==> src/rtl/srr_pkg.sv <==
// Package srr_pkg
// Shared command encodings, sequencer states and the reserved bank code
// used to arm a status read. Assumes {cs_n,ras_n,cas_n,we_n} ordering.
package srr_pkg;

    typedef enum logic [3:0] {
        CMD_LMR  = 4'b0000,
        CMD_PRE  = 4'b0010,
        CMD_READ = 4'b0101,
        CMD_NOP  = 4'b0111
    } dram_cmd_e;

    typedef enum logic [2:0] {
        ST_IDLE,
        ST_PRE,
        ST_TRP,
        ST_LMR,
        ST_TSRR,
        ST_READ,
        ST_TSRC
    } seq_state_e;

    // Bank code that turns the load-mode command into a status-read arm
    localparam logic [1:0] ARM_BANK = 2'b01;

    // Address bit that selects all banks on a precharge
    localparam int AP_BIT = 10;

endpackage

==> src/rtl/srr_wait_timer.sv <==
// Module srr_wait_timer
// Shared down-counter for the sequencer's waits. A load sets the count;
// the count then falls by one per cycle and stops at zero. last_o marks
// the cycle in which the count equals one, i.e. the final wait cycle.
// Assumes load and counting never overlap for two different waits.
module srr_wait_timer #(
    parameter int W = 8
) (
    input  logic         clk,
    input  logic         rst_n,
    input  logic         load_i,
    input  logic [W-1:0] load_val_i,
    output logic         last_o
);

    logic [W-1:0] cnt_q;

    // Load on request, otherwise count down towards zero
    always_ff @(posedge clk) begin
        if (!rst_n) begin
            cnt_q <= '0;
        end else if (load_i) begin
            cnt_q <= load_val_i;
        end else if (cnt_q != '0) begin
            cnt_q <= cnt_q - W'(1);
        end
    end

    // Final wait cycle indicator
    always_comb last_o = (cnt_q == W'(1));

endmodule

==> src/rtl/srr_capture.sv <==
// Module srr_capture
// Latches the first beat of the status burst. arm_i is high in the READ
// cycle; the data bus is sampled exactly cl_i cycles later, if the valid
// strobe is high. Any later beat is ignored until the next arm.
// Assumes cl_i is 2 or 3.
module srr_capture #(
    parameter int DATA_W = 16
) (
    input  logic              clk,
    input  logic              rst_n,
    input  logic              arm_i,
    input  logic [1:0]        cl_i,
    input  logic [DATA_W-1:0] dq_i,
    input  logic              dq_valid_i,
    output logic [DATA_W-1:0] status_o
);

    logic [1:0] lat_q;
    logic       armed_q;

    // Latency countdown and single-beat capture
    always_ff @(posedge clk) begin
        if (!rst_n) begin
            lat_q    <= '0;
            armed_q  <= 1'b0;
            status_o <= '0;
        end else if (arm_i) begin
            lat_q   <= cl_i - 2'd1;
            armed_q <= 1'b1;
        end else if (armed_q) begin
            if (lat_q == 2'd0) begin
                armed_q <= 1'b0;
                if (dq_valid_i) begin
                    status_o <= dq_i;
                end
            end else begin
                lat_q <= lat_q - 2'd1;
            end
        end
    end

endmodule

==> src/rtl/srr_cmd_encoder.sv <==
// Module srr_cmd_encoder
// Maps the sequencer state to the command, bank and address buses.
// Purely combinational; the state register makes the outputs clean.
// Assumes ADDR_W is wide enough to hold the all-bank bit.
module srr_cmd_encoder
    import srr_pkg::*;
#(
    parameter int ADDR_W = 13,
    parameter int BANK_W = 2
) (
    input  seq_state_e        state_i,
    output logic [3:0]        cmd_o,
    output logic [BANK_W-1:0] ba_o,
    output logic [ADDR_W-1:0] addr_o
);

    // Command, bank and address per state
    always_comb begin
        cmd_o  = CMD_NOP;
        ba_o   = '0;
        addr_o = '0;
        unique case (state_i)
            ST_PRE: begin
                cmd_o          = CMD_PRE;
                addr_o[AP_BIT] = 1'b1;
            end
            ST_LMR: begin
                cmd_o = CMD_LMR;
                ba_o  = BANK_W'(ARM_BANK);
            end
            ST_READ: cmd_o = CMD_READ;
            default: cmd_o = CMD_NOP;
        endcase
    end

endmodule

==> src/rtl/srr_sequencer.sv <==
// Module srr_sequencer (top)
// Status-register read sequencer: precharge all, wait tRP, arm with a
// load-mode command on the reserved bank code, wait tSRR, READ, capture
// the first beat CL cycles later, hold the bus idle for the recovery time
// and pulse done. Timing inputs are captured when a request is accepted.
// Assumes TMR_W >= 3 and ADDR_W > 10.
module srr_sequencer
    import srr_pkg::*;
#(
    parameter int DATA_W = 16,
    parameter int ADDR_W = 13,
    parameter int BANK_W = 2,
    parameter int TMR_W  = 8
) (
    input  logic              clk,
    input  logic              rst_n,
    input  logic              req_i,
    input  logic [TMR_W-1:0]  t_rp_i,
    input  logic [TMR_W-1:0]  t_srr_i,
    input  logic [TMR_W-1:0]  t_src_i,
    input  logic [1:0]        cas_lat_i,
    output logic [3:0]        cmd_o,
    output logic [BANK_W-1:0] ba_o,
    output logic [ADDR_W-1:0] addr_o,
    input  logic [DATA_W-1:0] dq_i,
    input  logic              dq_valid_i,
    output logic [DATA_W-1:0] status_o,
    output logic              done_o
);

    localparam logic [TMR_W-1:0] ONE = TMR_W'(1);

    seq_state_e       state_q, state_d;
    logic [TMR_W-1:0] trp_q, tsrr_q, tsrc_q;
    logic [1:0]       cl_q;
    logic [TMR_W-1:0] trp_ld, tsrr_ld, src_min, src_len, src_ld;
    logic [TMR_W-1:0] tmr_val;
    logic             tmr_load, tmr_last;
    logic             accept;

    // A request is taken only from idle
    always_comb accept = (state_q == ST_IDLE) && req_i;

    // Snapshot of the timing inputs at accept
    always_ff @(posedge clk) begin
        if (!rst_n) begin
            trp_q  <= '0;
            tsrr_q <= '0;
            tsrc_q <= '0;
            cl_q   <= 2'd2;
        end else if (accept) begin
            trp_q  <= t_rp_i;
            tsrr_q <= t_srr_i;
            tsrc_q <= t_src_i;
            cl_q   <= (cas_lat_i == 2'd3) ? 2'd3 : 2'd2;
        end
    end

    // Timer load values: each wait is max(t,1) cycles command to command
    always_comb begin
        trp_ld  = (trp_q  == '0) ? '0 : trp_q  - ONE;
        tsrr_ld = (tsrr_q == '0) ? '0 : tsrr_q - ONE;
        src_min = TMR_W'(cl_q) + ONE;
        src_len = (tsrc_q > src_min) ? tsrc_q : src_min;
        src_ld  = src_len - ONE;
    end

    // Next-state and timer-load selection
    always_comb begin
        state_d  = state_q;
        tmr_load = 1'b0;
        tmr_val  = '0;
        unique case (state_q)
            ST_IDLE: if (req_i) state_d = ST_PRE;
            ST_PRE: begin
                tmr_load = 1'b1;
                tmr_val  = trp_ld;
                state_d  = (trp_ld == '0) ? ST_LMR : ST_TRP;
            end
            ST_TRP:  if (tmr_last) state_d = ST_LMR;
            ST_LMR: begin
                tmr_load = 1'b1;
                tmr_val  = tsrr_ld;
                state_d  = (tsrr_ld == '0) ? ST_READ : ST_TSRR;
            end
            ST_TSRR: if (tmr_last) state_d = ST_READ;
            ST_READ: begin
                tmr_load = 1'b1;
                tmr_val  = src_ld;
                state_d  = ST_TSRC;
            end
            ST_TSRC: if (tmr_last) state_d = ST_IDLE;
            default: state_d = ST_IDLE;
        endcase
    end

    // State register
    always_ff @(posedge clk) begin
        if (!rst_n) state_q <= ST_IDLE;
        else        state_q <= state_d;
    end

    // Done pulse on the return to idle
    always_ff @(posedge clk) begin
        if (!rst_n) done_o <= 1'b0;
        else        done_o <= (state_q == ST_TSRC) && tmr_last;
    end

    srr_wait_timer #(.W(TMR_W)) u_timer (
        .clk        (clk),
        .rst_n      (rst_n),
        .load_i     (tmr_load),
        .load_val_i (tmr_val),
        .last_o     (tmr_last)
    );

    srr_capture #(.DATA_W(DATA_W)) u_capture (
        .clk        (clk),
        .rst_n      (rst_n),
        .arm_i      (state_q == ST_READ),
        .cl_i       (cl_q),
        .dq_i       (dq_i),
        .dq_valid_i (dq_valid_i),
        .status_o   (status_o)
    );

    srr_cmd_encoder #(.ADDR_W(ADDR_W), .BANK_W(BANK_W)) u_enc (
        .state_i (state_q),
        .cmd_o   (cmd_o),
        .ba_o    (ba_o),
        .addr_o  (addr_o)
    );

endmodule

==> config.mk <==
export PLATFORM = sky130hd
export DESIGN_NAME = srr_sequencer
export DESIGN_NICKNAME = d
export VERILOG_FILES = /design/src/rtl/srr_pkg.sv /design/src/rtl/srr_wait_timer.sv /design/src/rtl/srr_capture.sv /design/src/rtl/srr_cmd_encoder.sv /design/src/rtl/srr_sequencer.sv
export SDC_FILE = /design/constraint.sdc
export NUM_CORES = 1
export LEC_CHECK = 0
export ABC_AREA = 1
export BUFFER_PORTS_ARGS = -buffer_cell sky130_fd_sc_hd__buf_2
export CAP_MARGIN = 25
export CORE_UTILIZATION = 48
export CTS_CLUSTER_DIAMETER = 80
export DETAILED_ROUTE_END_ITERATION = 6
export PLACE_DENSITY = 0.77
export SYNTH_ARGS = -nofsm -noshare
export SYNTH_HDL_FRONTEND = slang
export SYNTH_SLANG_ARGS = --single-unit
==> constraint.sdc <==
create_clock -name clk -period 1.9 [get_ports clk]
set_clock_uncertainty 0.1 [all_clocks]
set_input_delay 0.38 -clock clk [delete_from_list [all_inputs] [get_ports clk]]
set_output_delay 0.38 -clock clk [all_outputs]
set_load 0.02 [all_outputs]
==> results of run 1 <==
critical path, stage by stage, from the launching register on:
cell and delay (ns):
sky130_fd_sc_hd__dfxtp_4 0.39, sky130_fd_sc_hd__inv_4 0.05, sky130_fd_sc_hd__ha_4 0.14, sky130_fd_sc_hd__or2_0 0.22
sky130_fd_sc_hd__nor2_2 0.13, sky130_fd_sc_hd__nand2_4 0.08, sky130_fd_sc_hd__nand2_4 0.10, sky130_fd_sc_hd__nand2_4 0.07
sky130_fd_sc_hd__o21ai_2 0.07, sky130_fd_sc_hd__inv_2 0.07, sky130_fd_sc_hd__ha_4 0.25, sky130_fd_sc_hd__o22ai_1 0.07
sky130_fd_sc_hd__nor3_1 0.14, sky130_fd_sc_hd__a21oi_1 0.08
state kept, by name, indices dropped and copies added (netlist names):
signal	count
trp_q	8
u_capture.lat_q	2
u_capture.armed_q	1
done_o	1
state_q	3
tsrc_q	8
u_timer.cnt_q	8
u_capture.status_o	16
tsrr_q	8
cl_q	1
power groups by stage:
stage | Combinational, mW | Clock [mW] | Sequential, mW
after detailed placement | 2.29 | 0 | 1.57
after floorplan | 1.75 | 0 | 1.54
final | 2.63 | 0.676 | 1.56
after CTS | 2.43 | 0.683 | 1.55
after global placement | 2.22 | 0 | 1.56
after global routing | 2.96 | 0.728 | 1.58
logic make-up after synthesis:
logic type,share of synthesized area [%]
AND/OR/NAND/NOR,27.1
AO/OA/AOI/OAI,18.8
buffers and inverters,12.8
flip-flops,35.9
adder cells (fa/ha/maj),3.61
XOR/XNOR,1.68
other,0.120
area by class of cell:
type | count | area (um^2)
Tap cell | 77 | 96.3
Clock inverter | 3 | 21.3
Timing Repair Buffer | 90 | 508
Clock buffer | 5 | 68.8
Inverter | 60 | 228
Multi-Input combinational cell | 328 | 1860
Sequential cell | 56 | 1130
Fill cell | 586 | 2410
cell usage in the layout, fill, tap and decap left out, types with 2 or more instances in the layout:
master,netlist,layout
sky130_fd_sc_hd__a21oi_1,38,36
sky130_fd_sc_hd__nor2_4,2,8
sky130_fd_sc_hd__inv_1,55,48
sky130_fd_sc_hd__o21ai_2,1,6
sky130_fd_sc_hd__conb_1,1,14
sky130_fd_sc_hd__xor2_1,4,4
sky130_fd_sc_hd__o21ai_0,62,54
sky130_fd_sc_hd__a21oi_2,0,2
sky130_fd_sc_hd__nand3_4,1,2
sky130_fd_sc_hd__xnor2_1,2,2
sky130_fd_sc_hd__nand2_4,0,5
sky130_fd_sc_hd__buf_2,2,67
sky130_fd_sc_hd__o22ai_1,2,2
sky130_fd_sc_hd__nand2_1,55,49
sky130_fd_sc_hd__clkbuf_8,0,5
sky130_fd_sc_hd__nand4_2,2,2
sky130_fd_sc_hd__inv_2,5,11
sky130_fd_sc_hd__ha_1,9,4
sky130_fd_sc_hd__a31oi_1,3,3
sky130_fd_sc_hd__nand3_2,1,3
sky130_fd_sc_hd__nor2_2,7,5
sky130_fd_sc_hd__o21ai_1,3,5
sky130_fd_sc_hd__nand3_1,23,20
sky130_fd_sc_hd__ha_4,0,5
sky130_fd_sc_hd__dfxtp_2,0,2
sky130_fd_sc_hd__nand2_2,4,5
sky130_fd_sc_hd__o31ai_1,2,2
sky130_fd_sc_hd__nand4_1,5,5
sky130_fd_sc_hd__nor3_1,8,7
sky130_fd_sc_hd__nor2_1,73,69
sky130_fd_sc_hd__buf_4,15,23
sky130_fd_sc_hd__dfxtp_1,56,53
layer usage:
layer / track usage, % / vias to the layer above / part of all wire (%)
met4: 7.24 / 0 / 1.2
met5: 0 / - / 0
met1: 26.3 / 1402 / 44
met3: 3.08 / 10 / 3.2
met2: 40.3 / 65 / 52
li1: - / 1631 / -
what timing repair did:
action / 4_1_cts / 5_1_grt
pin swaps: 8 / 25
endpoints found under the setup margin: 9 / 10
gates resized for setup: 18 / 31
buffers inserted: 1 / 1
cloned: 0 / 0
hold endpoints to repair: 0 / 0
final timing paths:
kind               from                    end  slack [ns]  depth (start not counted)
max             cl_q[0]       u_timer.cnt_q[1]       -0.18                         13
min             dq_i[2]  u_capture.status_o[2]        0.21                          3
max reg2reg     cl_q[0]       u_timer.cnt_q[1]       -0.18                         13
min reg2reg  state_q[0]                 done_o        0.38                          1
synthesized netlist by cell type:
| library cell | number | area [um^2] |
|---|---|---|
| sky130_fd_sc_hd__a211oi_1 | 1 | 7.51 |
| sky130_fd_sc_hd__a21oi_1 | 38 | 190 |
| sky130_fd_sc_hd__a311oi_1 | 1 | 8.76 |
| sky130_fd_sc_hd__a31oi_1 | 3 | 18.8 |
| sky130_fd_sc_hd__and2_2 | 1 | 7.51 |
| sky130_fd_sc_hd__buf_1 | 1 | 3.75 |
| sky130_fd_sc_hd__buf_2 | 2 | 10.0 |
| sky130_fd_sc_hd__buf_4 | 15 | 113 |
| sky130_fd_sc_hd__buf_8 | 1 | 15.0 |
| sky130_fd_sc_hd__clkbuf_1 | 9 | 33.8 |
| sky130_fd_sc_hd__conb_1 | 1 | 3.75 |
| sky130_fd_sc_hd__dfxtp_1 | 56 | 1120 |
| sky130_fd_sc_hd__ha_1 | 9 | 113 |
| sky130_fd_sc_hd__inv_1 | 55 | 206 |
| sky130_fd_sc_hd__inv_2 | 5 | 18.8 |
| sky130_fd_sc_hd__nand2_1 | 55 | 206 |
| sky130_fd_sc_hd__nand2_2 | 4 | 25.0 |
| sky130_fd_sc_hd__nand3_1 | 23 | 115 |
| sky130_fd_sc_hd__nand3_2 | 1 | 10.0 |
| sky130_fd_sc_hd__nand3_4 | 1 | 17.5 |
| sky130_fd_sc_hd__nand3b_1 | 1 | 7.51 |
| sky130_fd_sc_hd__nand4_1 | 5 | 31.3 |
| sky130_fd_sc_hd__nand4_2 | 2 | 25.0 |
| sky130_fd_sc_hd__nor2_1 | 73 | 274 |
| sky130_fd_sc_hd__nor2_2 | 7 | 43.8 |
| sky130_fd_sc_hd__nor2_4 | 2 | 22.5 |
| sky130_fd_sc_hd__nor3_1 | 8 | 40.0 |
| sky130_fd_sc_hd__nor4_1 | 1 | 6.26 |
| sky130_fd_sc_hd__o21ai_0 | 62 | 310 |
| sky130_fd_sc_hd__o21ai_1 | 3 | 15.0 |
| sky130_fd_sc_hd__o21ai_2 | 1 | 8.76 |
| sky130_fd_sc_hd__o22ai_1 | 2 | 12.5 |
| sky130_fd_sc_hd__o31ai_1 | 2 | 15.0 |
| sky130_fd_sc_hd__or2_0 | 1 | 6.26 |
| sky130_fd_sc_hd__or2_1 | 1 | 6.26 |
| sky130_fd_sc_hd__xnor2_1 | 2 | 17.5 |
| sky130_fd_sc_hd__xor2_1 | 4 | 35.0 |
per-stage QoR:
step | power (mW) | utilization [%] | instance area (um^2)
after floorplan | 3.29 | - | 3220
after global placement | 3.79 | 57.6 | 3630
after detailed placement | 3.86 | 57.6 | 3630
after CTS | 4.66 | 60.2 | 3800
after global routing | 5.27 | 61.9 | 3910
final | 4.87 | 61.9 | 3910
==> impl_results.md, run 1 <==
* H-Tree Depth at 2
* Count of unresolved DRC violations after routing at 0
* Distinct cells, synth at 37
* Initial antenna violation count at 0
* Outcome: complete, but fails checks
* Clock period minus final worst setup slack at 2.08 ns
* Buffers added on ports at 67
* Max-cap violations at 0
* Mean post-synth cell area at 6.80 um^2
* Number of buffers inserted during clock tree synthesis at 5
* Per-cell via count in the routed design at about 5
* Crit path arrival time at 2.20 ns
* Share of power burned in the clock network at between 10% and 20%
* Total gr overflow at 0
* Half-perimeter wire length after placement at 5580 um
* Class of the tightest hold or removal check: primary input to register
* Final Routed Wirelength at 7500 um
* Sequential-to-total area share from yosys stat at 35.9%
* Via count of the first global-routing pass at about 2700
* Switching Power at between 2 and 2.5 mW
* Core outline area at ~0.0063 mm^2
* Post-CTS Hold Fix Bufs at 0
* Number of cells after detailed placement at ~610
* Largest net degree at the start of global routing at 33
* Die Span X at 82.6 um
* Critical path endpoint category: register
* Post-route insts no fill at 619
* Total of warnings raised by yosys at 0
* Highest fanout seen on the critical path at 3
* GPL Wtd Cong at 0.891
* Netlist Area Pre-Place at 0.00312 mm^2
* First-pass GRT wire length at 11500 um
* Seq pwr share at 32.0%
* Final hold violation count at 0
* Antenna viol nets, final at 0
* Wire per inst at 12.1 um
* Initial standard-cell utilization of the core at 49.4%
* Sw frac at 44.5%
* Library cell used as clock root buffer: sky130_fd_sc_hd__clkbuf_8
* Startpoint type of the worst setup path: register
* Number of endpoints failing setup at the final stage at 6
* Via count at ~3100
* TritonCTS clock tree: built
* Proportion of power drawn by combinational gates at 54.1%
* RSZ-0062 raised after global routing: true
* Placement Rows at 29
* CTS clock-pin slew for the worst setup and hold paths at 0.11 ns
* Fmax at 481 MHz
* Synth-to-Final Area Change at 25.2%
* Overall routing resource usage at 22.1%
* Worst Setup Path Type: register to register
* Die Footprint at 0.00683 mm^2
* Net count of the finished layout at 596
* Dpl ws at -0.138 ns
* Buffer levels on the longest clock path at 2
* Length of the first detailed-routing pass in iterations at 4
* Violated checks: setup timing
* Skew-Pair Late Insertion Delay at 0.32 ns
* Final antenna diode count at 0
* Ratio of cells with drive above 1 in the final layout at 29.3%
* Pwr/cell area at 1250 mW/mm^2
* Maximum resistive drop on vdd at 0.000616 V
* Setup ws final at -0.180 ns
* Register bit count reported by yosys at 56
* Cell-internal power at roughly 2.7 mW
* Slew Viols, Final at 0
* Die height at 82.6 um
* Total Neg Setup Slack at -0.893 ns
* Clock Sinks at 56
* Final-layout worst hold slack at 0.205 ns
* Share of the clock period used by the worst path after layout at 109%
* Standby leakage power at between 1.5 and 2 nW
* Synthesized netlist cell count at ~460
* Required time reported for the critical path endpoint at 2.02 ns
* I/O pin count at about 80
* First-iteration detailed-routing DRC count at 144
No activity file was read; power rests on OpenSTA's default activity.
==> inputs of run 2 (changes only) <==
Settings changed: CORE_UTILIZATION 48 to 50, CTS_CLUSTER_SIZE set to 10, SYNTH_HIERARCHICAL set to 1.
==> run 2 against run 1 <==
Compared with the run above: the flow still finishes with violations (setup timing); non-clock buffer count grew 11; via count grew 22%; sequential power up 6%; synthesized cell count up 28%; largest cell class unchanged; largest power group unchanged.
==> impl_results.md, run 2 <==
* Via count of the first global-routing pass at 3362
* Setup slack on the worst flop-to-flop path at -0.31 ns
* Synth-to-Final Area Change at 23.2%
* Buffer levels on the longest clock path at 2
* First-iteration detailed-routing DRC count at 183
* Share of Yosys cell area claimed by the top area cell type at 29.9%
* Fmax at around 450 MHz
* Die Footprint at approximately 0.0078 mm^2
* Commonest non-fill, non-tap cells in the layout: sky130_fd_sc_hd__nand2_1 (119), sky130_fd_sc_hd__inv_1 (105), sky130_fd_sc_hd__buf_2 (67)
* Largest net degree at the start of global routing at 51
* Die Span X at between 80 and 90 um
* Clock period minus final worst setup slack at 2.21 ns
* Via count at 3791
* Class of the tightest hold or removal check: primary input to register
* Overall routing resource usage at 22.4%
* Worst Setup Path Type: register to register
* Number of endpoints failing setup at the final stage at 8
* I/O pin count at 82
* TritonCTS clock tree: built
* Standby leakage power at 2.31 nW
* Number of buffers inserted during clock tree synthesis at 5
* RSZ-0062 raised after global routing: true
* Outcome: complete, but fails checks
* Dpl cell area at around 0.0044 mm^2
* Register bank with the most flops: u_capture/status_o
* H-Tree Depth at 2
* Biggest area consumer among synthesized cells: sky130_fd_sc_hd__dfxtp_1
* GPL Wtd Cong at ~0.90
* Initial antenna violation count at 0
* Crit path arrival time at 2.32 ns
* Cell types occupying the most area after synthesis: sky130_fd_sc_hd__dfxtp_1 (30%), sky130_fd_sc_hd__nand2_1 (13%), sky130_fd_sc_hd__inv_1 (11%)
* Final Routed Wirelength at 8510 um
* Wire per inst at 10.9 um
* Total of warnings raised by yosys at 6
* Finished Cell Area at ~0.0046 mm^2
* CTS clock-pin slew for the worst setup and hold paths at 0.10 ns
* Per-cell via count in the routed design at 4.87
* Launch point of the critical path: cl_q[0]
* Library cell used as clock root buffer: sky130_fd_sc_hd__clkbuf_8
* Die height at between 80 and 90 um
* Post-route insts no fill at 779
* Antenna viol nets, final at 0
* Clock Sinks at 56
* Required time reported for the critical path endpoint at between 2 and 2.5 ns
* Distinct cells, synth at between 40 and 50
* Buffers added on ports at 67
* Slew Viols, Final at 0
* Share of the clock period used by the worst path after layout at 116%
* Number of cells after detailed placement at roughly 770
* Netlist Area Pre-Place at 0.00375 mm^2
* Top post-synthesis cells by count: sky130_fd_sc_hd__nand2_1 (125), sky130_fd_sc_hd__inv_1 (108), sky130_fd_sc_hd__nor2_1 (60)
* First-pass GRT wire length at 14000 um
* Share of flip-flops with an asynchronous set or reset after synthesis at 0%
* Ratio of cells with drive above 1 in the final layout at around a quarter
* Pwr/cell area at between 1000 and 1500 mW/mm^2
* Net count of the finished layout at 734
* Number of cell instances on the worst register-to-register path at 17
* Initial standard-cell utilization of the core at between 50% and 60%
* Dominant cell by count in the synthesized netlist: sky130_fd_sc_hd__nand2_1
* Violated checks: setup timing
* Final hold violation count at 0
* Number of flops mapped to enable cells by yosys at 0
* Skew-Pair Late Insertion Delay at slightly above 0.3 ns
* Core outline area at 0.00725 mm^2
* Register bit count reported by yosys at 56
* Setup ws final at -0.309 ns
* Length of the first detailed-routing pass in iterations at 4
* Max-cap violations at 0
* Count of unresolved DRC violations after routing at 0
* Number of flip-flops in the largest register at 16
* Critical Path Sink: u_timer/cnt_q[6]
* Top FF cell, synth: sky130_fd_sc_hd__dfxtp_1
* Synthesized netlist cell count at 588
* Placement Rows at 31
* Highest fanout seen on the critical path at 6
* Half-perimeter wire length after placement at 6530 um
* Total gr overflow at 0
* Final antenna diode count at 0
* Startpoint type of the worst setup path: register
* Most frequent standard cell in the layout excluding fill and tap cells: sky130_fd_sc_hd__nand2_1
* Startpoint of the worst-slack reg-to-reg timing path: cl_q[0]
* Critical path endpoint category: register
* Reg-to-reg endpoint: u_timer/cnt_q[6]
* Mean post-synth cell area at 6.37 um^2
* Maximum resistive drop on vdd at 0.000860 V
* Sequential-to-total area share from yosys stat at 29.9%
## run 2: changes by cell type in the layout (fill, tap and decap cells not counted), moves of 5 or more
cell / before / now
sky130_fd_sc_hd__buf_4: 23 / 32
sky130_fd_sc_hd__inv_1: 48 / 105
sky130_fd_sc_hd__nand2_1: 49 / 119
sky130_fd_sc_hd__nand3_1: 20 / 26
sky130_fd_sc_hd__nand3_2: 3 / 10
sky130_fd_sc_hd__nand4_1: 5 / 22
sky130_fd_sc_hd__nor2_1: 69 / 57
sky130_fd_sc_hd__nor2_2: 5 / 10
sky130_fd_sc_hd__nor3_1: 7 / 1
sky130_fd_sc_hd__o21ai_0: 54 / 35
sky130_fd_sc_hd__o21ai_1: 5 / 10
sky130_fd_sc_hd__o21ai_2: 6 / 1
## run 2: cells by family (layout without fill, tap and decap cells)
| logic type | Yosys count | after routing | share of synthesized area [%] |
|---|---|---|---|
| fa+ha+maj | 9 | 9 | 3.01 |
| buf+inv | 148 | 226 | 17.1 |
| flops | 56 | 56 | 29.9 |
| xor+xnor | 2 | 2 | 0.468 |
| compound gates | 91 | 91 | 12.9 |
| simple gates | 280 | 280 | 36.3 |
| other cells | 2 | 16 | 0.200 |
## run 2: repair_timing
item	in CTS	in global routing
hold buffers	0	0
setup buffers	2	1
gates resized for setup	14	14
setup endpoints to repair	8	9
pin swaps	20	20
## run 2: critical path, stage by stage, from the launching register on
cell	delay (ns)
sky130_fd_sc_hd__dfxtp_4	0.39
sky130_fd_sc_hd__inv_4	0.05
sky130_fd_sc_hd__ha_4	0.28
sky130_fd_sc_hd__nand2_2	0.06
sky130_fd_sc_hd__nor2_2	0.11
sky130_fd_sc_hd__nand2_2	0.10
sky130_fd_sc_hd__nand2_4	0.10
sky130_fd_sc_hd__nand2_4	0.07
sky130_fd_sc_hd__o21ai_2	0.06
sky130_fd_sc_hd__inv_2	0.06
sky130_fd_sc_hd__ha_4	0.18
sky130_fd_sc_hd__nand3_2	0.06
sky130_fd_sc_hd__nand2_1	0.05
sky130_fd_sc_hd__nand3_1	0.06
sky130_fd_sc_hd__nand2_1	0.05
sky130_fd_sc_hd__or2_4	0.22
sky130_fd_sc_hd__nand3_2	0.08
sky130_fd_sc_hd__a21oi_2	0.03
## run 2: metal layers
| layer | share of wire, % | global-route usage, % | wire (um) |
|---|---|---|---|
| met5 | 0 | 0 | 0 |
| met4 | 0.92 | 5.87 | 78 |
| met3 | 3.9 | 3.54 | 333 |
| met2 | 50 | 41.3 | 4250 |
| met1 | 45 | 26.9 | 3840 |
## run 2: power by group
group | total [mW] | internal (mW) | switching [mW]
combinational | 4.24 | 1.70 | 2.54
clock | 0.776 | 0.392 | 0.384
sequential | 1.66 | 1.44 | 0.226
total | 6.67 | 3.53 | 3.15
## run 2: stage by stage
step	setup slack (ns)	TNS, ns	hold WS, ns	utilization (%)	power [mW]
detailed placement	-0.312	-1.67	0.371	60.3	5.53
global route	-0.437	-2.74	0.254	63.6	7.25
global placement	-0.219	-1.18	0.372	60.3	5.41
finish	-0.309	-1.84	0.227	63.6	6.67
CTS	-0.300	-1.63	0.223	62.8	6.48
floorplan	-0.195	-0.892	0.343	-	4.51
## run 2: worst min path at each step
stage                    start        end  slack [ns]  cells after the start
finish              t_src_i[1]  tsrc_q[1]        0.23                      3
detailed placement    trp_q[6]   trp_q[6]        0.37                      2
global route        t_srr_i[6]  tsrr_q[6]        0.25                      3
floorplan            tsrc_q[1]  tsrc_q[1]        0.34                      2
CTS                 t_src_i[1]  tsrc_q[1]        0.22                      3
global placement      trp_q[6]   trp_q[6]        0.37                      2
## run 2: final cells by class
type	instances	area, um^2
clock buffers	6	72.6
clock inverters	2	35.0
fillers	667	2640
inverters	117	445
multi-input cells	398	2200
flip-flops and latches	56	1120
well taps	99	124
repair buffers	101	616
